## src/rtl/gpio_irq_pkg.sv

```systemverilog
`timescale 1ns/1ps
package gpio_irq_pkg;
  localparam int REG_AW   = 12;
  localparam int DEST_CNT = 4;
  localparam int BANK_W   = 32;

  // destination order, also the routing-enable bit order
  localparam int DST_A_INT = 0;
  localparam int DST_A_NMI = 1;
  localparam int DST_B_INT = 2;
  localparam int DST_B_NMI = 3;

  localparam logic [2:0] TRIG_RISE = 3'd1;
  localparam logic [2:0] TRIG_FALL = 3'd2;
  localparam logic [2:0] TRIG_BOTH = 3'd3;
  localparam logic [2:0] TRIG_LOW  = 3'd4;
  localparam logic [2:0] TRIG_HIGH = 3'd5;

  // kind: 0 direct, 1 set alias, 2 clear alias
  function automatic logic [REG_AW-1:0] stat_ofs(int bank, int kind);
    return (bank == 0) ? (12'h044 + 12'(4 * kind)) : (12'h050 + 12'(4 * kind));
  endfunction

  function automatic logic [REG_AW-1:0] dest_ofs(int bank, int dst);
    return (bank == 0) ? (12'h060 + 12'(4 * dst)) : (12'h074 + 12'(4 * dst));
  endfunction

  function automatic logic trig_hit(logic [2:0] code, logic was, logic now);
    logic r;
    case (code)
      TRIG_RISE: r = !was && now;
      TRIG_FALL: r = was && !now;
      TRIG_BOTH: r = was ^ now;
      TRIG_LOW:  r = !now;
      TRIG_HIGH: r = now;
      default:   r = 1'b0;
    endcase
    return r;
  endfunction
endpackage

```

## src/rtl/gpio_irq_sync.sv

```systemverilog
`timescale 1ns/1ps
module gpio_irq_sync #(
  parameter int W      = 40,
  parameter int STAGES = 2
) (
  input  logic         clk,
  input  logic         rst_n,
  input  logic [W-1:0] pin_i,
  output logic [W-1:0] lvl_o,
  output logic [W-1:0] prev_o,
  output logic         det_en_o
);
  localparam int CW = $clog2(STAGES + 1);

  logic [W-1:0]  chain [STAGES];
  logic [W-1:0]  prev_q;
  logic [CW-1:0] fill_q;
  logic          sync_valid;
  logic          primed_q;

  assign sync_valid = (fill_q == CW'(STAGES));

  always_ff @(posedge clk or negedge rst_n) begin
    if (!rst_n) begin
      for (int s = 0; s < STAGES; s++) chain[s] <= '0;
    end else begin
      chain[0] <= pin_i;
      for (int s = 1; s < STAGES; s++) chain[s] <= chain[s-1];
    end
  end

  always_ff @(posedge clk or negedge rst_n) begin
    if (!rst_n) begin
      fill_q   <= '0;
      primed_q <= 1'b0;
      prev_q   <= '0;
    end else begin
      if (!sync_valid) fill_q <= fill_q + 1'b1;
      primed_q <= sync_valid;
      prev_q   <= chain[STAGES-1];
    end
  end

  assign lvl_o    = chain[STAGES-1];
  assign prev_o   = prev_q;
  assign det_en_o = primed_q;


  primed_after_fill_chk: assert property (@(posedge clk) disable iff (!rst_n)
    $rose(primed_q) |-> $past(sync_valid));
endmodule

```

## src/rtl/gpio_irq_detect.sv

```systemverilog
`timescale 1ns/1ps
module gpio_irq_detect
  import gpio_irq_pkg::*;
#(
  parameter int W = 40
) (
  input  logic [3*W-1:0]                  cfg_trig_i,
  input  logic [4*W-1:0]                  cfg_route_i,
  input  logic [W-1:0]                    lvl_i,
  input  logic [W-1:0]                    prev_i,
  input  logic                            en_i,
  output logic [W-1:0]                    hit_o,
  output logic [DEST_CNT-1:0][W-1:0]      hit_dst_o
);
  for (genvar i = 0; i < W; i++) begin : g_pin
    assign hit_o[i] = en_i && trig_hit(cfg_trig_i[3*i +: 3], prev_i[i], lvl_i[i]);
    for (genvar d = 0; d < DEST_CNT; d++) begin : g_dst
      assign hit_dst_o[d][i] = hit_o[i] && cfg_route_i[4*i + d];
    end
  end
endmodule

```

## src/rtl/gpio_irq_status.sv

```systemverilog
`timescale 1ns/1ps
module gpio_irq_status
  import gpio_irq_pkg::*;
#(
  parameter int W = 40
) (
  input  logic                        clk,
  input  logic                        rst_n,
  input  logic [W-1:0]                hit_i,
  input  logic [DEST_CNT-1:0][W-1:0]  hit_dst_i,
  input  logic [W-1:0]                wr_dir_i,
  input  logic [W-1:0]                wr_dat_i,
  input  logic [W-1:0]                wr_set_i,
  input  logic [W-1:0]                wr_clr_i,
  output logic [W-1:0]                glob_o,
  output logic [DEST_CNT-1:0][W-1:0]  dst_o
);
  logic [W-1:0]               glob_q, glob_n;
  logic [DEST_CNT-1:0][W-1:0] dst_q;

  always_comb begin
    glob_n = (glob_q & ~wr_dir_i) | (wr_dat_i & wr_dir_i);
    glob_n = glob_n | wr_set_i;
    glob_n = glob_n & ~wr_clr_i;
    glob_n = glob_n | hit_i;          // a new trigger beats the acknowledge
  end

  always_ff @(posedge clk or negedge rst_n) begin
    if (!rst_n) glob_q <= '0;
    else        glob_q <= glob_n;
  end

  for (genvar d = 0; d < DEST_CNT; d++) begin : g_dst
    always_ff @(posedge clk or negedge rst_n) begin
      if (!rst_n) dst_q[d] <= '0;
      else        dst_q[d] <= (dst_q[d] & ~wr_clr_i) | hit_dst_i[d];
    end


    dst_set_by_route_chk: assert property (@(posedge clk) disable iff (!rst_n)
      ((dst_q[d] & ~$past(dst_q[d])) & ~$past(hit_dst_i[d])) == '0);


    dst_hit_wins_chk: assert property (@(posedge clk) disable iff (!rst_n)
      (hit_dst_i[d] != '0) |=> ((dst_q[d] & $past(hit_dst_i[d])) == $past(hit_dst_i[d])));
  end

  assign glob_o = glob_q;
  assign dst_o  = dst_q;


  glob_set_on_hit_chk: assert property (@(posedge clk) disable iff (!rst_n)
    (hit_i != '0) |=> ((glob_q & $past(hit_i)) == $past(hit_i)));


  clr_all_copies_chk: assert property (@(posedge clk) disable iff (!rst_n)
    ((wr_clr_i & ~hit_i) != '0) |=>
      (((glob_q | dst_q[0] | dst_q[1] | dst_q[2] | dst_q[3]) & $past(wr_clr_i & ~hit_i)) == '0));
endmodule

```

## src/rtl/gpio_irq_router.sv

```systemverilog
`timescale 1ns/1ps
module gpio_irq_router
  import gpio_irq_pkg::*;
#(
  parameter int NUM_PINS    = 40,
  parameter int SYNC_STAGES = 2
) (
  input  logic                  clk,
  input  logic                  rst_n,
  input  logic [NUM_PINS-1:0]   pin_i,
  input  logic [3*NUM_PINS-1:0] cfg_trig_i,
  input  logic [4*NUM_PINS-1:0] cfg_route_i,
  input  logic [REG_AW-1:0]     bus_addr_i,
  input  logic                  bus_we_i,
  input  logic [31:0]           bus_wdata_i,
  output logic [31:0]           bus_rdata_o,
  output logic                  irq_o,
  output logic                  nmi_o
);
  localparam int NUM_BANKS = (NUM_PINS + BANK_W - 1) / BANK_W;

  logic [NUM_PINS-1:0]               lvl, prev_lvl, hit;
  logic [DEST_CNT-1:0][NUM_PINS-1:0] hit_dst, dst;
  logic [NUM_PINS-1:0]               glob;
  logic                              det_en;
  logic [NUM_BANKS-1:0]              we_dir, we_set, we_clr;
  logic [NUM_PINS-1:0]               dir_m, dat_m, set_m, clr_m;

  gpio_irq_sync #(.W(NUM_PINS), .STAGES(SYNC_STAGES)) u_sync (
    .clk(clk), .rst_n(rst_n), .pin_i(pin_i),
    .lvl_o(lvl), .prev_o(prev_lvl), .det_en_o(det_en)
  );

  gpio_irq_detect #(.W(NUM_PINS)) u_detect (
    .cfg_trig_i(cfg_trig_i), .cfg_route_i(cfg_route_i),
    .lvl_i(lvl), .prev_i(prev_lvl), .en_i(det_en),
    .hit_o(hit), .hit_dst_o(hit_dst)
  );

  for (genvar b = 0; b < NUM_BANKS; b++) begin : g_bank
    assign we_dir[b] = bus_we_i && (bus_addr_i == stat_ofs(b, 0));
    assign we_set[b] = bus_we_i && (bus_addr_i == stat_ofs(b, 1));
    assign we_clr[b] = bus_we_i && (bus_addr_i == stat_ofs(b, 2));
  end

  for (genvar i = 0; i < NUM_PINS; i++) begin : g_wmask
    assign dat_m[i] = bus_wdata_i[i % BANK_W];
    assign dir_m[i] = we_dir[i / BANK_W];
    assign set_m[i] = we_set[i / BANK_W] && bus_wdata_i[i % BANK_W];
    assign clr_m[i] = we_clr[i / BANK_W] && bus_wdata_i[i % BANK_W];
  end

  gpio_irq_status #(.W(NUM_PINS)) u_status (
    .clk(clk), .rst_n(rst_n), .hit_i(hit), .hit_dst_i(hit_dst),
    .wr_dir_i(dir_m), .wr_dat_i(dat_m), .wr_set_i(set_m), .wr_clr_i(clr_m),
    .glob_o(glob), .dst_o(dst)
  );

  always_comb begin
    bus_rdata_o = '0;
    for (int i = 0; i < NUM_PINS; i++) begin
      if (bus_addr_i == stat_ofs(i / BANK_W, 0)) bus_rdata_o[i % BANK_W] = glob[i];
      for (int d = 0; d < DEST_CNT; d++) begin
        if (bus_addr_i == dest_ofs(i / BANK_W, d)) bus_rdata_o[i % BANK_W] = dst[d][i];
      end
    end
  end

  assign irq_o = |(dst[DST_A_INT] | dst[DST_B_INT]);
  assign nmi_o = |(dst[DST_A_NMI] | dst[DST_B_NMI]);


  irq_rise_cause_chk: assert property (@(posedge clk) disable iff (!rst_n)
    $rose(irq_o) |-> $past(|(hit_dst[DST_A_INT] | hit_dst[DST_B_INT])));


  nmi_rise_cause_chk: assert property (@(posedge clk) disable iff (!rst_n)
    $rose(nmi_o) |-> $past(|(hit_dst[DST_A_NMI] | hit_dst[DST_B_NMI])));


  line_drop_needs_ack_chk: assert property (@(posedge clk) disable iff (!rst_n)
    ($fell(irq_o) || $fell(nmi_o)) |-> $past(|we_clr));


  quiet_until_primed_chk: assert property (@(posedge clk) disable iff (!rst_n)
    !det_en |-> (hit == '0));
endmodule

```

## config.mk

```make
export PLATFORM = sky130hd
export DESIGN_NAME = gpio_irq_router
export DESIGN_NICKNAME = d
export VERILOG_FILES = /design/src/rtl/gpio_irq_pkg.sv /design/src/rtl/gpio_irq_sync.sv /design/src/rtl/gpio_irq_detect.sv /design/src/rtl/gpio_irq_status.sv /design/src/rtl/gpio_irq_router.sv
export SDC_FILE = /design/constraint.sdc
export NUM_CORES = 1
export LEC_CHECK = 0
export BUFFER_PORTS_ARGS = -buffer_cell sky130_fd_sc_hd__buf_2
export CAP_MARGIN = 20
export CORE_ASPECT_RATIO = 1.75
export CORE_MARGIN = 3
export CORE_UTILIZATION = 58
export DETAILED_ROUTE_END_ITERATION = 16
export GPL_TIMING_DRIVEN = 0
export PLACE_DENSITY = 0.92
export SYNTH_ARGS = -nofsm -noshare
export SYNTH_HDL_FRONTEND = slang
export SYNTH_SLANG_ARGS = --single-unit
export TNS_END_PERCENT = 5
```

## constraint.sdc

```tcl
create_clock -name clk -period 6.5 [get_ports clk]
set_clock_uncertainty 0.05 [all_clocks]
set_input_delay 0.975 -clock clk [delete_from_list [all_inputs] [get_ports clk]]
set_output_delay 0.975 -clock clk [all_outputs]
set_load 0.005 [all_outputs]
```

# Word level (Yosys, flattened, before mapping)
# Index checks and enable logic that the tools add are counted.
[totals]
ff_bits = 323
inputBits = 367
out_inout_bits = 34
[op_classes]
n_addsub = 1
eq_ne = 215
n_mux = 240
bitwise_logic = 58
reduce_logical = 448
[op_table]
columns = ["op", "n"]
rows = [
  ["$logic_and A1 B1 Y1", 366],
  ["$or A40 B40 Y40", 9],
  ["$and A40 B40 Y40", 7],
  ["$eq A3 B2 Y1 const B", 80],
  ["$eq A3 B3 Y1 const B", 80],
  ["$mux W1", 200],
  ["$pmux W1 S5", 40],
  ["$eq A12 B7 Y1 const B", 13],
  ["$eq A3 B1 Y1 const B", 40],
  ["$logic_not A1 Y1", 80],
  ["$not A40 Y40", 2],
  ["$reduce_or A40 Y1", 2],
  ["$xor A1 B1 Y1", 40],
  ["$eq A12 B8 Y1 const B", 1],
  ["$add A2 B1 Y2 const B", 1],
  ["$eq A2 B2 Y1 const B", 1],
]

# Longest topological paths before layout
[logic_depth]
word_depth = 11
mapped_depth = 9

# By module
# Synthesis repeated with hierarchy kept, for this count alone.
[unflattened]
cells_unflattened = 2009
area_unflattened_um2 = 19319.8
[modules_own_cells]
columns = ["module", "instances", "cells_each", "area_each_um2", "seq_area_each_um2"]
rows = [
  ["gpio_irq_status", 1, 520, 7257.0, 5004.8],
  ["gpio_irq_detect", 1, 839, 5612.9, 0.0],
  ["gpio_irq_sync", 1, 169, 3424.5, 3078.0],
  ["gpio_irq_router", 1, 481, 3025.4, 0.0],
]

# Worst setup path after synthesis
# OpenSTA, ideal clock, no wires.
[synth_path]
path_kind = "input-to-output"
start = "input port bus_addr_i[9]"
end = "output port bus_rdata_o[1]"
arrival_ps = 2651
slack_ps = 2824
cell_stages = 8
path_buffers = 3
path_cell_list = "or4_1 -> buf_2 -> nor4_1 -> buf_2 -> buf_6 -> nand2_1 -> a22o_1 -> a21oi_1"
[synth_between]
elab_chain_cells = 11
elab_cells_between_ends = 20
cone_classes = "10 x eq/ne; 10 x mux"
[synth_lines]
columns = ["element", "line", "text"]
rows = [
  ["from (decl)", "gpio_irq_router.sv:13", "input logic [REG_AW-1:0] bus_addr_i,"],
  ["$eq A12 B7 Y1", "gpio_irq_router.sv:62", "if (bus_addr_i == stat_ofs(i / BANK_W, 0)) bus_rdata_o[i % BANK_W] = glob[i];"],
  ["$mux W1", "gpio_irq_router.sv:62", ""],
  ["$mux W1 (4 in a row)", "gpio_irq_router.sv:64", "if (bus_addr_i == dest_ofs(i / BANK_W, d)) bus_rdata_o[i % BANK_W] = dst[d][i];"],
  ["$mux W1", "gpio_irq_router.sv:62", ""],
  ["$mux W1 (3 in a row)", "gpio_irq_router.sv:64", ""],
  ["$mux W1 *", "gpio_irq_router.sv:64", ""],
  ["to (decl)", "gpio_irq_router.sv:16", "output logic [31:0] bus_rdata_o,"],
]
# Every way passes the cells marked *; elsewhere a longest branch is shown, timed or not.

# Worst setup path after layout
[layout_path]
start = "input port bus_addr_i[9]"
end = "output port bus_rdata_o[21]"
[layout_between]
elab_chain_cells = 6
elab_cells_between_ends = 10
cone_classes = "5 x eq/ne; 5 x mux"
[layout_lines]
columns = ["element", "line"]
rows = [
  ["$eq A12 B7 Y1", "gpio_irq_router.sv:62"],
  ["$mux W1", "gpio_irq_router.sv:62"],
  ["$mux W1 (3 in a row)", "gpio_irq_router.sv:64"],
  ["$mux W1 *", "gpio_irq_router.sv:64"],
]
# Marked as above.

==> run_results.csv <==
group,metric,value,unit
global_route,grt_busiest_layer,"met2",
logic_synthesis,async_flop_share,100,%
clock_network,clk_latency,570,ps
sta,hold_viol,0,
logic_synthesis,synth_top_cell_by_area,"dfrtp_1",
route,ant_nets,0,
clock_network,postCtsSetupBuffers,0,
route,drt-initial-drc-count,1386,
route,drt-total-wl,60200,um
logic_synthesis,yosys_warnings,0,
logic_synthesis,syn_area,16000,sq um
logic_synthesis,synth_nets,1944,
sta,timing.fmax,191,MHz
clock_network,clockBufferDepth,3,
critical_path,endpoint_kind,"output port",
outcome,status,"completed",
logic_synthesis,synth_cells,1496,
hold_path,hp-class,"flop to flop",
placed_design,port_buffers,400,
finish,synthToLayoutAreaGrowth,22.2,%
pwr,powerDensity,218,nW/um^2
hold_path,min_path_cells,0,
critical_path,cp_max_fo,10,
logic_synthesis,post-synth-top-area-fraction,50.4,%
die,dieWidth,132,um
sta,period_share,80.6,%
placed_design,place.gp.congestion,1.02,
route,vias,15200,
hold_path,min_from,"u_sync.chain[54]",
route,drtPass1Iterations,6,
global_route,grt_pass1_vias,15900,
global_route,met1_usage,40.9,%
placed_design,post-dp-hpwl,45800,um
critical_path,reg2regPathDepth,8,
sta,worst_slew_pin_slew,929,ps
sta,relSlewSlack,37.9,%
die,die_h,226,um
clock_network,cts_made_buffers,29,
global_route,overflow,0,
critical_path,r2r-end,"u_status.dst_o[45]",
global_route,grt_max_degree,111,
flow_run,drv_cap,0,
global_route,grt_pass1_wl,89500,um
logic_synthesis,ys.flop_type,"dfrtp_1",
die,boundaryPins,401,
route,via_per_inst,6.49,
sta,rsz0062_at_grt,"no",
finish,finalNonFillerCells,2341,
critical_path,worst-r2r-setup-slack,4470,ps
die,start_util,59.7,%
clock_network,ctsResizeCount,0,
critical_path,path_buf_inv,3,
logic_synthesis,synth-seq-cells,323,
pwr,p_leak,8.62,nW
global_route,met3_usage,8.07,%
logic_synthesis,yosysMostFrequentCell,"dfrtp_1",
critical_path,crit_chain,"buf_2 -> nor4_4 -> nand2_1 -> nor2_1 -> clkbuf_1 -> nor2_1 -> o21ai_1 -> buf_2",
pwr,vdd_drop_max,0.256,mV
clock_network,cts-hold-fix-buffers,0,
global_route,use_met2,67.9,%
clock_network,cts_tree,"done",
critical_path,r2r_start,"u_sync.lvl_o[5]",
sta,setup_violations,0,
critical_path,crit_path_start_kind,"input port",
logic_synthesis,ys_top_cells_by_area,"dfrtp_1, a22o_1, ha_1",
critical_path,critPathRequiredTime,5470,ps
logic_synthesis,synth_edf_count,0,
clock_network,root_buffer,"clkbuf_16",
die,die-area,29800,sq um
pwr,fin_total_pwr,4.27,mW
sta,period_minus_slack,5240,ps
finish,drive_above_1_share,25.2,%
critical_path,cp_slowest_stage_delay,740,ps
die,coreArea,26900,sq um
logic_synthesis,syn_area_per_cell,10.7,sq um
logic_synthesis,synthTopCellsByCount,"dfrtp_1, a22o_1, a21oi_1, inv_1, nand2_1",
global_route,track_usage,39.1,%
logic_synthesis,ys_types,69,
logic_synthesis,synth_seq_area_share,50.4,%
route,route.detailed.drc,0,
finish,layout.nets,2378,
critical_path,crit_family,"simple AND/OR/NAND/NOR gates",
clock_network,cts_sinks,323,
critical_path,critical_path_arrival,4210,ps
clock_network,htree_levels,1,
sta,worst_hold_slack,296,ps
global_route,antenna_found_initial,22,
hold_path,min_to,"u_sync.lvl_o[14]",
sta,finalMaxSlewViolations,0,
route,routedWlPerCell,25.7,um
die,rows,79,
clock_network,clk_pin_slew,70,ps
critical_path,critPathKind,"input port to output port",
critical_path,cpMaxStageDelayCell,"nor4_4",
placed_design,placed_cells,2263,
worst max-delay path by stage:
stage / start / end / slack, ps / cells after the start
floorplan: bus_addr_i[9] / bus_rdata_o[1] / 2820 / 8
global placement: rst_n / u_sync.lvl_o[39] / -1440 / 1
detailed placement: bus_addr_i[9] / bus_rdata_o[21] / 1470 / 8
CTS: bus_addr_i[9] / bus_rdata_o[21] / 1440 / 8
global route: bus_addr_i[9] / bus_rdata_o[21] / 1300 / 8
finish: bus_addr_i[9] / bus_rdata_o[21] / 1260 / 8
worst register-to-register path, cell delays in order (launching register included):
cell and delay [ps]:
dfrtp_1 400, inv_1 80, ha_1 280, inv_1 40, mux2i_1 140, nor2_1 50, a21oi_1 430, nor2b_1 200
a22o_1 220
metrics by stage:
step | setup WS [ps] | area [sq um] | TNS [ps] | utilization, %
after floorplan | 2820 | 16000 | 0 | -
after global placement | -1440 | 18500 | -452360 | 68.8
after detailed placement | 1470 | 18600 | 0 | 69.1
after CTS | 1440 | 19500 | 0 | 72.6
after global routing | 1300 | 19600 | 0 | 72.8
final | 1260 | 19600 | 0 | 72.9
registers in the layout, indices dropped and copies added, names as in the netlist:
register         count
u_sync.fill_q        2
u_status.dst_o     160
u_sync.det_en_o      1
u_sync.chain        40
u_status.glob_o     40
u_sync.lvl_o        40
u_sync.prev_o       40
report_power, final:
group | internal (mW) | switching [mW]
Clock | 0.965 | 0.794
Sequential | 2.05 | 0.0305
Combinational | 0.170 | 0.257
Total | 3.19 | 1.08
cell type report:
cell class / count / area [sq um]
Sequential cell: 323 / 8080
Multi-Input combinational cell: 1009 / 7310
Fill cell: 1866 / 7290
Timing Repair Buffer: 403 / 2070
Clock buffer: 38 / 810
Tap cell: 364 / 455
Inverter: 116 / 435
Buffer: 48 / 213
Clock inverter: 16 / 156
Antenna cell: 24 / 60.1
cells by family after synthesis:
kind of cell    Yosys count  synth area share (%)
compound gates          523                  23.9
xor+xnor                  1                0.0546
fa+ha+maj                81                  6.32
buf+inv                 164                  4.04
flops                   323                  50.4
mux                      74                  4.62
simple gates            330                  10.7
layout by cell type (no fill, tap or decap), types with 29 or more instances in the layout:
cell type / synthesis / final
nand2_1: 101 / 101
nor4_1: 43 / 43
buf_2: 20 / 420
inv_1: 116 / 116
mux2i_1: 74 / 74
o21ai_0: 44 / 44
dfrtp_1: 323 / 323
a21o_1: 32 / 32
nor2_1: 74 / 74
a211oi_1: 47 / 47
nor2b_1: 40 / 40
ha_1: 81 / 81
clkbuf_16: 0 / 29
a22o_1: 198 / 198
a21oi_1: 118 / 118
per-layer routing:
metal | wire, um | vias up | part of all wire [%]
met1 | 19600 | 7416 | 33
met2 | 30000 | 990 | 50
met5 | 0 | - | 0
li1 | - | 6460 | -
met4 | 5700 | 0 | 9.5
met3 | 4860 | 328 | 8.1
Power figures use the tool's default switching activity.
